<file path="src/rtl/nandseq_pkg.sv">
package nandseq_pkg;
  localparam logic [2:0] OP_CMD   = 3'd0;
  localparam logic [2:0] OP_ADDR  = 3'd1;
  localparam logic [2:0] OP_WRITE = 3'd2;
  localparam logic [2:0] OP_READ  = 3'd3;
  localparam logic [2:0] OP_IDLE  = 3'd4;
  localparam logic [2:0] OP_WAIT  = 3'd5;

  typedef struct packed {
    logic load;     // latch head word fields
    logic busOn;    // chip enable active
    logic cleOn;
    logic aleOn;
    logic weLow;
    logic reLow;
    logic ioDrive;
    logic capture;  // last read-pulse cycle
  } strobes_t;
endpackage

</file>
<file path="src/rtl/nandseq_fifo.sv">
module nandseq_fifo #(
  parameter int W     = 8,
  parameter int DEPTH = 8
) (
  input  logic         clk,
  input  logic         rstN,
  input  logic         push,
  input  logic [W-1:0] din,
  input  logic         pop,
  output logic [W-1:0] head,
  output logic         full,
  output logic         empty
);
  localparam int AW = $clog2(DEPTH);
  localparam logic [AW:0] CAP = (AW+1)'(DEPTH);

  logic [W-1:0] mem [DEPTH];
  logic [AW:0]  wrPtr, rdPtr, count;

  assign count = wrPtr - rdPtr;
  assign full  = (count == CAP);
  assign empty = (count == '0);
  assign head  = mem[rdPtr[AW-1:0]];

  always_ff @(posedge clk or negedge rstN) begin
    if (!rstN) begin
      wrPtr <= '0;
      rdPtr <= '0;
    end else begin
      if (push && !full) wrPtr <= wrPtr + 1'b1;
      if (pop && !empty) rdPtr <= rdPtr + 1'b1;
    end
  end

  always_ff @(posedge clk) begin
    if (push && !full) mem[wrPtr[AW-1:0]] <= din;
  end

  // a push into a full queue leaves the occupancy unchanged
  a_r12_no_overflow: assert property (@(posedge clk) disable iff (!rstN)
    (full && push && !pop) |=> (count == $past(count)));
  a_r12_count_bound: assert property (@(posedge clk) disable iff (!rstN)
    count <= CAP);
endmodule

</file>
<file path="src/rtl/nandseq_ctrl.sv">
module nandseq_ctrl
  import nandseq_pkg::*;
#(
  parameter int TW  = 8,
  parameter int TOW = 16
) (
  input  logic           clk,
  input  logic           rstN,
  input  logic [2:0]     headOp,
  input  logic [7:0]     headPayload,
  input  logic           qEmpty,
  input  logic           rdFull,
  input  logic           nandRb,
  input  logic [TW-1:0]  cfgSetup,
  input  logic [TW-1:0]  cfgPulse,
  input  logic [TW-1:0]  cfgHold,
  input  logic [TW-1:0]  cfgTwhr,
  input  logic [TW-1:0]  cfgTwb,
  input  logic [TOW-1:0] cfgTimeout,
  output logic           qPop,
  output strobes_t       stb,
  output logic           done,
  output logic           timeoutErr
);
  localparam int CW = (TW > 8) ? TW : 8;

  typedef enum logic [2:0] {
    S_FETCH, S_GAP, S_SETUP, S_PULSE, S_HOLD, S_DELAY, S_TWB, S_WAITRB
  } state_e;

  state_e         state, nxtState;
  logic [CW-1:0]  cnt, nxtCnt;
  logic [2:0]     curOp;
  logic [TW-1:0]  whrCnt, wbCnt;
  logic [TOW-1:0] toCnt;
  logic [1:0]     rbSync;
  logic           errSet, pulseEnd;

  function automatic logic [CW-1:0] phaseLen(input logic [TW-1:0] v);
    return (v == '0) ? '0 : (CW'(v) - CW'(1));
  endfunction

  assign pulseEnd = (state == S_PULSE) && (cnt == '0);
  assign done     = qEmpty && (state == S_FETCH);

  always_comb begin
    nxtState = state;
    nxtCnt   = (cnt != '0) ? cnt - 1'b1 : cnt;
    qPop     = 1'b0;
    errSet   = 1'b0;
    stb      = '0;
    unique case (state)
      S_FETCH: begin
        if (!qEmpty && !(headOp == OP_READ && rdFull)) begin
          qPop     = 1'b1;
          stb.load = 1'b1;
          case (headOp)
            OP_CMD, OP_ADDR, OP_WRITE: begin
              nxtState = S_SETUP;
              nxtCnt   = phaseLen(cfgSetup);
            end
            OP_READ: begin
              nxtState = (whrCnt != '0) ? S_GAP : S_SETUP;
              nxtCnt   = phaseLen(cfgSetup);
            end
            OP_IDLE: begin
              if (headPayload != 8'd0) begin
                nxtState = S_DELAY;
                nxtCnt   = CW'(headPayload) - CW'(1);
              end
            end
            OP_WAIT: nxtState = S_TWB;
            default: nxtState = S_FETCH;
          endcase
        end
      end
      S_GAP: begin
        stb.busOn = 1'b1;
        nxtCnt    = cnt;
        if (whrCnt == '0) nxtState = S_SETUP;
      end
      S_SETUP: if (cnt == '0) begin
        nxtState = S_PULSE;
        nxtCnt   = phaseLen(cfgPulse);
      end
      S_PULSE: if (cnt == '0) begin
        nxtState = S_HOLD;
        nxtCnt   = phaseLen(cfgHold);
      end
      S_HOLD:  if (cnt == '0) nxtState = S_FETCH;
      S_DELAY: if (cnt == '0) nxtState = S_FETCH;
      S_TWB:   if (wbCnt == '0) nxtState = S_WAITRB;
      S_WAITRB: begin
        if (rbSync[1]) begin
          nxtState = S_FETCH;
        end else if ((toCnt + TOW'(1)) >= cfgTimeout) begin
          nxtState = S_FETCH;
          errSet   = 1'b1;
        end
      end
      default: nxtState = S_FETCH;
    endcase
    if (state == S_SETUP || state == S_PULSE || state == S_HOLD) begin
      stb.busOn   = 1'b1;
      stb.cleOn   = (curOp == OP_CMD);
      stb.aleOn   = (curOp == OP_ADDR);
      stb.ioDrive = (curOp != OP_READ);
      stb.weLow   = (state == S_PULSE) && (curOp != OP_READ);
      stb.reLow   = (state == S_PULSE) && (curOp == OP_READ);
      stb.capture = pulseEnd && (curOp == OP_READ);
    end
  end

  always_ff @(posedge clk or negedge rstN) begin
    if (!rstN) begin
      state      <= S_FETCH;
      cnt        <= '0;
      curOp      <= OP_CMD;
      whrCnt     <= '0;
      wbCnt      <= '0;
      toCnt      <= '0;
      rbSync     <= '0;
      timeoutErr <= 1'b0;
    end else begin
      state  <= nxtState;
      cnt    <= nxtCnt;
      rbSync <= {rbSync[0], nandRb};
      if (stb.load) curOp <= headOp;
      if (pulseEnd && curOp == OP_CMD) whrCnt <= cfgTwhr;
      else if (whrCnt != '0)            whrCnt <= whrCnt - 1'b1;
      if (pulseEnd && (curOp == OP_CMD || curOp == OP_ADDR)) wbCnt <= cfgTwb;
      else if (wbCnt != '0)                                  wbCnt <= wbCnt - 1'b1;
      toCnt <= (state == S_WAITRB) ? toCnt + 1'b1 : '0;
      if (errSet) timeoutErr <= 1'b1;
    end
  end

  // the read strobe never starts while the turnaround is still running
  a_r7_whr_met: assert property (@(posedge clk) disable iff (!rstN)
    (state == S_PULSE && curOp == OP_READ) |-> (whrCnt == '0));
  // ready is sampled only after the busy delay has run out
  a_r9_twb_met: assert property (@(posedge clk) disable iff (!rstN)
    (state == S_WAITRB) |-> (wbCnt == '0));
  // the timeout flag is sticky
  a_r11_err_sticky: assert property (@(posedge clk) disable iff (!rstN)
    timeoutErr |=> timeoutErr);
endmodule

</file>
<file path="src/rtl/nandseq_dpath.sv">
module nandseq_dpath
  import nandseq_pkg::*;
#(
  parameter int CS_W = 2
) (
  input  logic                  clk,
  input  logic                  rstN,
  input  strobes_t              stb,
  input  logic [CS_W-1:0]       headCs,
  input  logic [7:0]            headPayload,
  input  logic [7:0]            nandIoIn,
  output logic                  rdPush,
  output logic [7:0]            rdByte,
  output logic [(1<<CS_W)-1:0]  nandCeN,
  output logic                  nandCle,
  output logic                  nandAle,
  output logic                  nandWeN,
  output logic                  nandReN,
  output logic [7:0]            nandIoOut,
  output logic                  nandIoOe
);
  localparam int NUM_CE = 1 << CS_W;

  logic [CS_W-1:0] csReg;
  logic [7:0]      dataReg;
  logic            capDly;

  assign rdPush = capDly;
  assign rdByte = nandIoIn;

  always_ff @(posedge clk or negedge rstN) begin
    if (!rstN) begin
      csReg     <= '0;
      dataReg   <= '0;
      capDly    <= 1'b0;
      nandCeN   <= '1;
      nandCle   <= 1'b0;
      nandAle   <= 1'b0;
      nandWeN   <= 1'b1;
      nandReN   <= 1'b1;
      nandIoOut <= '0;
      nandIoOe  <= 1'b0;
    end else begin
      if (stb.load) begin
        csReg   <= headCs;
        dataReg <= headPayload;
      end
      capDly    <= stb.capture;
      nandCeN   <= stb.busOn ? ~(NUM_CE'(1) << csReg) : '1;
      nandCle   <= stb.busOn && stb.cleOn;
      nandAle   <= stb.busOn && stb.aleOn;
      nandWeN   <= !stb.weLow;
      nandReN   <= !stb.reLow;
      nandIoOut <= stb.ioDrive ? dataReg : '0;
      nandIoOe  <= stb.busOn && stb.ioDrive;
    end
  end

  // never more than one chip selected
  a_r2_one_chip: assert property (@(posedge clk) disable iff (!rstN)
    $onehot0(~nandCeN));
  // strobes exclusive, bus released during a read strobe
  a_r6_strobe_excl: assert property (@(posedge clk) disable iff (!rstN)
    !(!nandWeN && !nandReN));
  a_r6_no_drive_read: assert property (@(posedge clk) disable iff (!rstN)
    !nandReN |-> !nandIoOe);
endmodule

</file>
<file path="src/rtl/nandseq_top.sv">
module nandseq_top
  import nandseq_pkg::*;
#(
  parameter int CS_W   = 2,
  parameter int QDEPTH = 32,
  parameter int RDEPTH = 8,
  parameter int TW     = 8,
  parameter int TOW    = 16,
  localparam int WORD_W = 8 + 3 + CS_W,
  localparam int NUM_CE = 1 << CS_W
) (
  input  logic              clk,
  input  logic              rstN,
  input  logic [TW-1:0]     cfgSetup,
  input  logic [TW-1:0]     cfgPulse,
  input  logic [TW-1:0]     cfgHold,
  input  logic [TW-1:0]     cfgTwhr,
  input  logic [TW-1:0]     cfgTwb,
  input  logic [TOW-1:0]    cfgTimeout,
  input  logic              qPush,
  input  logic [WORD_W-1:0] qWord,
  output logic              qFull,
  input  logic              rdPop,
  output logic              rdValid,
  output logic [7:0]        rdData,
  output logic              done,
  output logic              timeoutErr,
  output logic [NUM_CE-1:0] nandCeN,
  output logic              nandCle,
  output logic              nandAle,
  output logic              nandWeN,
  output logic              nandReN,
  output logic [7:0]        nandIoOut,
  output logic              nandIoOe,
  input  logic [7:0]        nandIoIn,
  input  logic              nandRb
);
  logic [WORD_W-1:0] head;
  logic              qEmpty, qPop, rdFull, rdEmpty, rdPush;
  logic [7:0]        rdByte;
  strobes_t          stb;

  nandseq_fifo #(.W(WORD_W), .DEPTH(QDEPTH)) u_cmdq (
    .clk(clk), .rstN(rstN), .push(qPush), .din(qWord), .pop(qPop),
    .head(head), .full(qFull), .empty(qEmpty));

  nandseq_ctrl #(.TW(TW), .TOW(TOW)) u_ctrl (
    .clk(clk), .rstN(rstN), .headOp(head[10:8]), .headPayload(head[7:0]),
    .qEmpty(qEmpty), .rdFull(rdFull), .nandRb(nandRb),
    .cfgSetup(cfgSetup), .cfgPulse(cfgPulse), .cfgHold(cfgHold),
    .cfgTwhr(cfgTwhr), .cfgTwb(cfgTwb), .cfgTimeout(cfgTimeout),
    .qPop(qPop), .stb(stb), .done(done), .timeoutErr(timeoutErr));

  nandseq_dpath #(.CS_W(CS_W)) u_dpath (
    .clk(clk), .rstN(rstN), .stb(stb), .headCs(head[WORD_W-1:11]),
    .headPayload(head[7:0]), .nandIoIn(nandIoIn), .rdPush(rdPush),
    .rdByte(rdByte), .nandCeN(nandCeN), .nandCle(nandCle),
    .nandAle(nandAle), .nandWeN(nandWeN), .nandReN(nandReN),
    .nandIoOut(nandIoOut), .nandIoOe(nandIoOe));

  nandseq_fifo #(.W(8), .DEPTH(RDEPTH)) u_rdq (
    .clk(clk), .rstN(rstN), .push(rdPush), .din(rdByte), .pop(rdPop),
    .head(rdData), .full(rdFull), .empty(rdEmpty));

  assign rdValid = !rdEmpty;
endmodule

</file>
<file path="config.mk">
export PLATFORM = sky130hd
export DESIGN_NAME = nandseq_top
export DESIGN_NICKNAME = d
export VERILOG_FILES = /design/src/rtl/nandseq_pkg.sv /design/src/rtl/nandseq_fifo.sv /design/src/rtl/nandseq_ctrl.sv /design/src/rtl/nandseq_dpath.sv /design/src/rtl/nandseq_top.sv
export SDC_FILE = /design/constraint.sdc
export NUM_CORES = 1
export LEC_CHECK = 0
export BUFFER_PORTS_ARGS = -buffer_cell sky130_fd_sc_hd__buf_2
export CORE_MARGIN = 2
export CORE_UTILIZATION = 65
export DETAILED_ROUTE_END_ITERATION = 12
export PLACE_DENSITY = 0.87
export SETUP_SLACK_MARGIN = 0.4
export SYNTH_ARGS = -nofsm -noshare
export SYNTH_HDL_FRONTEND = slang
export SYNTH_SLANG_ARGS = --single-unit
</file>
<file path="constraint.sdc">
create_clock -name clk -period 10.25 [get_ports clk]
set_input_delay 2.05 -clock clk [delete_from_list [all_inputs] [get_ports clk]]
set_output_delay 2.05 -clock clk [all_outputs]
set_load 0.02 [all_outputs]
</file>
# Yosys cells after proc, flatten, opt, wreduce, memory -nomap -nowiden
# Memories as Yosys holds them, arrays and structs flattened.
# Index checks and enable logic that the tools add are counted.
# op_classes
addsub,14
multipliers,0
div,0
magnitude_cmp,1
n_eq_ne,25
shifts,1
muxes,40
bitwise,1
n_reduce_logical,47
# op_table
op,n
8-bit two-way mux,13
"8-bit by 1-bit subtractor with 8-bit output, second input constant",7
8-bit logical NOT,6
8-bit case mux with 4 select lines,1
8-bit nonzero test,4
3-bit two-way mux,9
3-bit case mux with 7 select lines,1
"3-bit == test, second input constant",6
"16-bit by 1-bit adder with 16-bit output, second input constant",1
16-bit greater-or-equal comparator,1
1-bit logical AND,16
16-bit two-way mux,1
8-bit case mux with 2 select lines,1
"3-bit by 2-bit == test with 1-bit output, second input constant",5
"6-bit by 1-bit adder with 6-bit output, second input constant",2
3-bit case mux with 4 select lines,1
1-bit two-way mux,10
"3-bit by 1-bit == test with 1-bit output, second input constant",3
3-bit logical NOT,3
"4-bit by 1-bit adder with 4-bit output, second input constant",2
"2-bit by 1-bit inequality test with 1-bit output, second input constant",4
8-bit AND reduction,1
1-bit logical NOT,7
7-bit two-way mux,1
19 further kinds,23
# totals
reg_bits,97
latchBits,0
mem_bits_rw,480
mem_bits_ro,0
n_memories,2
# memory_table
memory,depth,word_bits,read_ports,rd_ports_with_merged_regs,write_ports,line_no,source
u_cmdq.mem,32,13,1,0,1,nandseq_fifo.sv:17,logic [W-1:0] mem [DEPTH];
u_rdq.mem,8,8,1,0,1,nandseq_fifo.sv:17,

# Logic depth before layout (Yosys ltp)
# Gate-level depths: netlist of run 1.
# logic_depth
depth_word,8
depth_mapped,18
ltp_nobuf,14

# Modules after synthesis
# From an unflattened synthesis of run 1, not the netlist that was laid out.
# unflattened
cells_unflattened,1482
area_unflattened_um2,24786.3
# modules_own_cells
mod,n_inst,cells_each,area_per_inst_um2,seq_area_each_um2
nandseq_fifo (u_cmdq),1,739,16732.3,12792.3
nandseq_ctrl,1,507,4072.7,1226.2
nandseq_fifo (u_rdq),1,171,2976.6,2122.0
nandseq_dpath,1,64,1001.0,708.2
nandseq_top,1,1,3.8,0.0

# Worst setup path before layout of run 1
# OpenSTA, ideal clock, no wires.
# synth_timing
path_kind,register -> output
from,reg u_cmdq.rdPtr[1]
to,out done
t_arrival_ns,3.351
t_required_ns,8.200
setup_slack_ns,4.849
stages_incl_launch_ff,14
cell_sequence,dfrtp_1 buf_2 buf_2 buf_2 buf_2 buf_1 inv_1 ha_1 nor2b_1 o21a_1 o2111a_1 a211o_1 or2_2 nor2_1
# synth_via
elab_chain_cells,3
# synth_rtl
item,line_no,source
from (decl),nandseq_fifo.sv:18,"logic [AW:0] wrPtr, rdPtr, count;"
from (signal assigned),nandseq_fifo.sv:31,if (pop && !empty) rdPtr <= rdPtr + 1'b1;
6-bit subtractor,nandseq_fifo.sv:20,assign count = wrPtr - rdPtr;
6-bit logical NOT,nandseq_fifo.sv:22,assign empty = (count == '0);
1-bit logical AND,nandseq_ctrl.sv:44,assign done = qEmpty && (state == S_FETCH);
to (decl),nandseq_top.sv:26,"output logic done,"
# No other way between the ends.

# Worst setup path in the final report of run 1
# layout_timing
from,reg u_cmdq.rdPtr[3]
to,out done
# Same word-level chain as after synthesis.

==> flow_metrics.env, run 1 <==
export IMPL_status="complete, no violations"
export IMPL_cts_tree="done"
export IMPL_start_util=0.657
export IMPL_drcViolationCount=0
export IMPL_ant_nets=0
export IMPL_synth_top_family_by_area="multiplexers"
export IMPL_die_area_mm2=0.0396
export IMPL_critical_path_arrival_ns=4.11
export IMPL_final_hold_viol_count=0
export IMPL_hpwl_mm=37.5
export IMPL_ir_worst_vdd_mv=0.178
export IMPL_slew_violations=0
export IMPL_drive_gt1_frac=0.200
export IMPL_synth_area_leader_cell="edfxtp_1"
export IMPL_synthXorXnorAreaFrac=0.0245
export IMPL_grt_util_met2=0.520
export IMPL_finalSetupViolations=0
export IMPL_critical_path_slowest_cell="dfrtp_1"
export IMPL_postSynthAreaPerCell_um2=15.9
export IMPL_netlist_area_leader_share=0.584
export IMPL_numCtsBuffers=54
export IMPL_grt_max_degree=60
export IMPL_post_cts_buffers=0
export IMPL_rsz0062_at_grt="false"
export IMPL_synth_most_common_cell="edfxtp_1"
export IMPL_path_delay_family="flip-flops"
export IMPL_filler_cell_count=2031
export IMPL_synth_common_cells="edfxtp_1 (480), nand2_1 (134), mux4_2 (95), dfrtp_1 (91), nor2_1 (88)"
export IMPL_grt_overflow=0
export IMPL_wl_per_cell_um=28.0
export IMPL_gp_congestion=0.971
export IMPL_p_leak_nw=9.83
export IMPL_skew_ns=0.0289
export IMPL_met3_usage=0.0836
export IMPL_synthAdderAreaFrac=0.0223
export IMPL_grt_pass1_wl_mm=92.9
export IMPL_rows=71
export IMPL_synth_cell_types=81
export IMPL_startpoint_type="flip-flop"
export IMPL_wl_mm=62.3
export IMPL_firstDrtPassIters=6
export IMPL_htreeDepth=2
export IMPL_path_buf_inv=2
export IMPL_yosys_register_bits=577
export IMPL_ys_top_cells_by_area="edfxtp_1 (58%), dfrtp_1 (9.2%), mux4_2 (8.7%)"
export IMPL_synthFlopType="edfxtp_1"
export IMPL_core_mm2=0.0376
export IMPL_grt_pass1_vias=15364
export IMPL_grt_total_usage=0.324
export IMPL_cts_resized=0
export IMPL_yosysWarnings=0
export IMPL_setup_tns_ns=0
export IMPL_cts_sinks=577
export IMPL_relSlewSlack=0.0912
export IMPL_path_clk_slew_ns=0.07
export IMPL_worstPathRequired_ns=8.20
export IMPL_seq_area_frac_synth=0.682
export IMPL_clock_fmax_mhz=162
export IMPL_crit_chain="clkinv_1 > ha_1 > and2_1 > o21ai_0 > o31ai_1 > a211o_1 > or2_2 > nor2_1 > buf_2"
export IMPL_hold_buffers=0
export IMPL_hold_path_class="flip-flop to flip-flop"
export IMPL_synthCells=1558
export IMPL_power_density_mw_per_mm2=280
export IMPL_critPathMaxStageDelay_ns=1.01
export IMPL_drtIter0Drc=2158
export IMPL_path_class="flip-flop to output port"
export IMPL_crit_path_end_kind="output port"
export IMPL_ios=111
export IMPL_cts_root_buf="clkbuf_16"
export IMPL_clock_latency_ns=0.62
export IMPL_synth_nets=1684
export IMPL_synthArstFlopShare=0.168
export IMPL_global_route_usage_met1=0.418
export IMPL_layout_nets=1803
export IMPL_port_buffers=110
export IMPL_ctsLongestPathBuffers=3
export IMPL_drv_cap=0
export IMPL_synth_compound_area_frac=0.0579
export IMPL_critPathMaxFanout=28
export IMPL_timing_final_crit_share=0.601
export IMPL_timing_hold_ws_ns=0.349
export IMPL_busiest_layer="met2"
export IMPL_area_growth_pct=11.4
export IMPL_vias_per_cell=6.81
export IMPL_diodes=0
export IMPL_synthMuxAreaShare=0.115
export IMPL_tightest_slew_ns=1.36
export IMPL_netlist_area_mm2=0.0247
export IMPL_num_vias=15190
export IMPL_antenna_found_initial=1
export IMPL_finalCriticalPeriod_ns=6.16
export IMPL_synth_edf_count=480
export IMPL_die_x_um=199
export IMPL_die_h_um=199
export IMPL_synthSimpleGateAreaFrac=0.0767
==> through the flow <==
step | total power, mW | utilization | instance area [um2] | setup WS [ns] | cells
after detailed placement | 5.52 | 0.684 | 25700 | 4.95 | 2132
after global routing | 7.97 | 0.732 | 27500 | 3.94 | 2229
final | 7.72 | 0.732 | 27500 | 4.09 | 2229
after floorplan | 4.81 | - | 24700 | 4.85 | 1558
after CTS | 7.65 | 0.732 | 27500 | 4.23 | 2229
after global placement | 5.43 | 0.684 | 25700 | 5.08 | 2132
==> state kept, by name, summed over array words and instances (netlist names), 8 cells and up <==
name / cells
u_ctrl.toCnt: 16
u_dpath.nandIoOut: 8
u_cmdq.mem: 416
u_dpath.dataReg: 8
u_ctrl.wbCnt: 8
u_ctrl.cnt: 8
u_ctrl.whrCnt: 8
u_rdq.mem: 64
==> report_power, final <==
group          leakage (nW)  switching [mW]  total [mW]  internal, mW
clock                 0.891           0.870        2.09          1.22
combinational          3.40            1.50        2.52          1.02
sequential             5.54           0.310        3.10          2.79
total                  9.83            2.68        7.72          5.04
==> cell families (layout without fill, tap and decap cells) <==
logic type,Yosys count,in the layout
muxes,163,163
xor gates and xnor gates,69,69
DFF,577,577
and+or+nand+nor,391,391
adders and majority gates,44,44
buffers and inverters,113,273
AOI/OAI and AO/OA,201,201
==> path summary, 6_finish.rpt <==
kind	depth (start not counted)	endpoint	slack (ns)	startpoint
min reg2reg	0	u_ctrl.rbSync[1]$_DFF_PN0_	0.35	u_ctrl.rbSync[0]$_DFF_PN0_
max in group asynchronous	2	u_cmdq.rdPtr[0]$_DFFE_PN0P_	7.55	rstN
max	9	done	4.09	u_cmdq.rdPtr[3]$_DFFE_PN0P_
min	0	u_ctrl.rbSync[1]$_DFF_PN0_	0.35	u_ctrl.rbSync[0]$_DFF_PN0_
min in group asynchronous	1	u_rdq.rdPtr[2]$_DFFE_PN0P_	1.43	rstN
max reg2reg	10	u_cmdq.mem[27][2]$_DFFE_PP_	4.43	u_cmdq.rdPtr[3]$_DFFE_PN0P_
==> layout by cell type, fill, tap and decap left out, types with 38 or more instances in the layout <==
cell type  count
o21ai_0       38
inv_1         48
mux4_2        95
mux2i_1       51
clkbuf_16     54
nand2_1      134
ha_1          44
edfxtp_1     480
xnor2_1       47
buf_2        109
nor2_1        88
dfrtp_1       89
==> area by class of cell <==
cell class | count | area [um2] | area share
Timing Repair Buffer | 126 | 673 | 0.0245
Tap cell | 511 | 639 | 0.0232
Clock buffer | 62 | 1430 | 0.0520
Multi-Input combinational cell | 868 | 7330 | 0.266
Inverter | 50 | 188 | 0.00682
Sequential cell | 577 | 16900 | 0.612
Clock inverter | 35 | 409 | 0.0149
==> routing by layer <==
layer	wire length [um]	part of all wire
met4	3120	0.050
met1	22100	0.35
met3	7290	0.12
met2	29900	0.48
met5	13	0.00021
(Power assumes the default switching activity.)
==> run 2: changes to the inputs <==
- CORE_UTILIZATION: 65 -> 56
- PLACE_DENSITY: 0.87 -> 0.79
- clock period: 10.25 -> 5.3 ns (I/O delays scaled with it)
==> run 2 against run 1 <==
Global-route usage decreased by 6.5 points. Sequential cell count unchanged. Non-clock buffer count is 45 higher. Register-to-register slack lost 3.4 ns. Sequential share of layout area down 0.75 points. Hold slack better by 0.0085 ns. Combinational power is 96% higher. Clock skew fell by 0.0059 ns.
==> flow_metrics.env, run 2 (same netlist as run 1, synthesis figures left out) <==
export IMPL_wl_mm=58.5
export IMPL_filler_cell_count=2956
export IMPL_vias_per_cell=6.25
export IMPL_grt_total_usage=0.259
export IMPL_power_density_mw_per_mm2=525
export IMPL_port_buffers=110
export IMPL_area_sequential_mm2=0.0169
export IMPL_rows=76
export IMPL_cts_resized=0
export IMPL_rsz0062_at_grt="false"
export IMPL_cts_sinks=577
export IMPL_drcViolationCount=0
export IMPL_finalPower_mw=14.6
export IMPL_crit_chain="clkinv_1 > ha_1 > and2_1 > o21ai_0 > o31ai_1 > a211o_1 > or2_2 > nor2_1 > buf_2"
export IMPL_hpwl_mm=37.7
export IMPL_critical_path_slowest_cell="dfrtp_1"
export IMPL_p_leak_nw=10.0
export IMPL_critPathLaunch="u_cmdq.rdPtr[3]$_DFFE_PN0P_"
export IMPL_worstPathRequired_ns=4.24
export IMPL_drtIter0Drc=1570
export IMPL_path_clk_slew_ns=0.06
export IMPL_htreeDepth=2
export IMPL_finalCriticalPeriod_ns=4.59
export IMPL_startpoint_type="flip-flop"
export IMPL_cts_tree="done"
export IMPL_hold_buffers=0
export IMPL_area_growth_pct=12.8
export IMPL_status="complete, no violations"
export IMPL_gp_congestion=0.928
export IMPL_core_mm2=0.0433
export IMPL_ff2ff_path_depth=9
export IMPL_ios=111
export IMPL_cts_root_buf="clkbuf_16"
export IMPL_multiInputGateArea_mm2=0.00733
export IMPL_num_vias=14712
export IMPL_critical_path_arrival_ns=3.53
export IMPL_wl_per_cell_um=24.8
export IMPL_antenna_found_initial=0
export IMPL_holdPathEnd="u_ctrl.rbSync[1]$_DFF_PN0_"
export IMPL_tightest_slew_ns=1.12
export IMPL_post_cts_buffers=0
export IMPL_critPathMaxFanout=10
export IMPL_setup_tns_ns=0
export IMPL_slew_violations=0
export IMPL_hp_start="u_ctrl.rbSync[0]$_DFF_PN0_"
export IMPL_layout_commonest_cell="edfxtp_1"
export IMPL_rr_endpoint="u_ctrl.state[2]$_DFFE_PN0P_"
export IMPL_relSlewSlack=0.248
export IMPL_grt_max_degree=55
export IMPL_setup_slack_ns=0.713
export IMPL_drv_cap=0
export IMPL_final_hold_viol_count=0
export IMPL_diodes=0
export IMPL_reg2reg_from="u_cmdq.rdPtr[2]$_DFFE_PN0P_"
export IMPL_timing_hold_ws_ns=0.357
export IMPL_clock_latency_ns=0.61
export IMPL_drive_gt1_frac=0.214
export IMPL_critPathMaxStageDelay_ns=0.55
export IMPL_largest_reg_flops=416
export IMPL_path_delay_family="buffers and inverters"
export IMPL_path_class="flip-flop to output port"
export IMPL_start_util=0.571
export IMPL_whs_path_depth=0
export IMPL_timing_final_crit_share=0.865
export IMPL_ant_nets=0
export IMPL_grt_overflow=0
export IMPL_grt_pass1_vias=14817
export IMPL_firstDrtPassIters=5
export IMPL_grt_pass1_wl_mm=89.4
export IMPL_numCtsBuffers=56
export IMPL_die_area_mm2=0.0458
export IMPL_die_h_um=214
export IMPL_ir_worst_vdd_mv=0.373
export IMPL_finalSetupViolations=0
export IMPL_layout_nets=1850
export IMPL_ctsLongestPathBuffers=3
export IMPL_final_cell_mix="edfxtp_1 (480), nand2_1 (134), buf_2 (109)"
export IMPL_crit_path_end_kind="output port"
export IMPL_place_ws_ns=1.08
export IMPL_skew_ns=0.0230
export IMPL_hold_path_class="flip-flop to flip-flop"
export IMPL_path_buf_inv=2
export IMPL_die_x_um=214
export IMPL_clock_fmax_mhz=218
export IMPL_reg2reg_slack_ns=0.99
[run 2: changes by cell type in the layout (fill, tap and decap cells not counted), sizes merged]
cell	change
buf	+45
bufinv	-6
clkbuf	+12
clkinv	+3
clkinvlp	-4
inv	+1
[run 2: cell type report]
class / instances / share of cell area
clock buffers: 74 / 0.0542
repair buffers: 171 / 0.0367
inverters: 50 / 0.00673
clock inverters: 29 / 0.00826
multi-input cells: 868 / 0.263
well taps: 585 / 0.0263
flip-flops and latches: 577 / 0.605
[run 2: layer usage]
metal  wire length (um)  share of wire  up-vias  track usage
li1                   -              -     6372            -
met4               2760          0.047        0        0.124
met5                  0              0        -            0
met3               5150          0.088      160       0.0523
met1              22300           0.38     7444        0.338
met2              28300           0.48      736        0.420
[run 2: worst register-to-register path: stages (launching register included)]
cell and delay (ns):
dfrtp_1 0.92, nand3b_1 0.73, o221ai_1 0.49, a211o_1 0.27
nand2_1 0.18, or3_1 0.42, o21ai_1 0.23, or2_1 0.56
nor4b_1 0.13, a221o_1 0.28
[run 2: worst max-delay path by stage]
| stage | slack (ns) | end | cells past startpoint |
|---|---|---|---|
| 5_1_grt | 0.53 | done | 8 |
| 2_1_floorplan | 0.62 | u_cmdq.mem[31][0]$_DFFE_PP_ | 17 |
| 3_3_place_gp | 1.16 | u_ctrl.state[2]$_DFFE_PN0P_ | 10 |
| 3_5_place_dp | 1.08 | u_ctrl.state[2]$_DFFE_PN0P_ | 10 |
| 6_report | 0.71 | done | 9 |
| 4_1_cts | 0.70 | done | 9 |
[run 2: power breakdown]
| part | switching [mW] | internal, mW |
|---|---|---|
| registers | 0.495 | 5.40 |
| clock network | 1.65 | 2.15 |
| logic | 2.90 | 2.04 |
| total | 5.04 | 9.59 |
[run 2: per-stage QoR]
step	util	std cells	area (um2)
6_report	0.644	2354	27900
5_1_grt	0.644	2354	27900
4_1_cts	0.644	2354	27900
3_5_place_dp	0.604	2251	26100
3_3_place_gp	0.604	2251	26100
2_1_floorplan	-	1558	24700
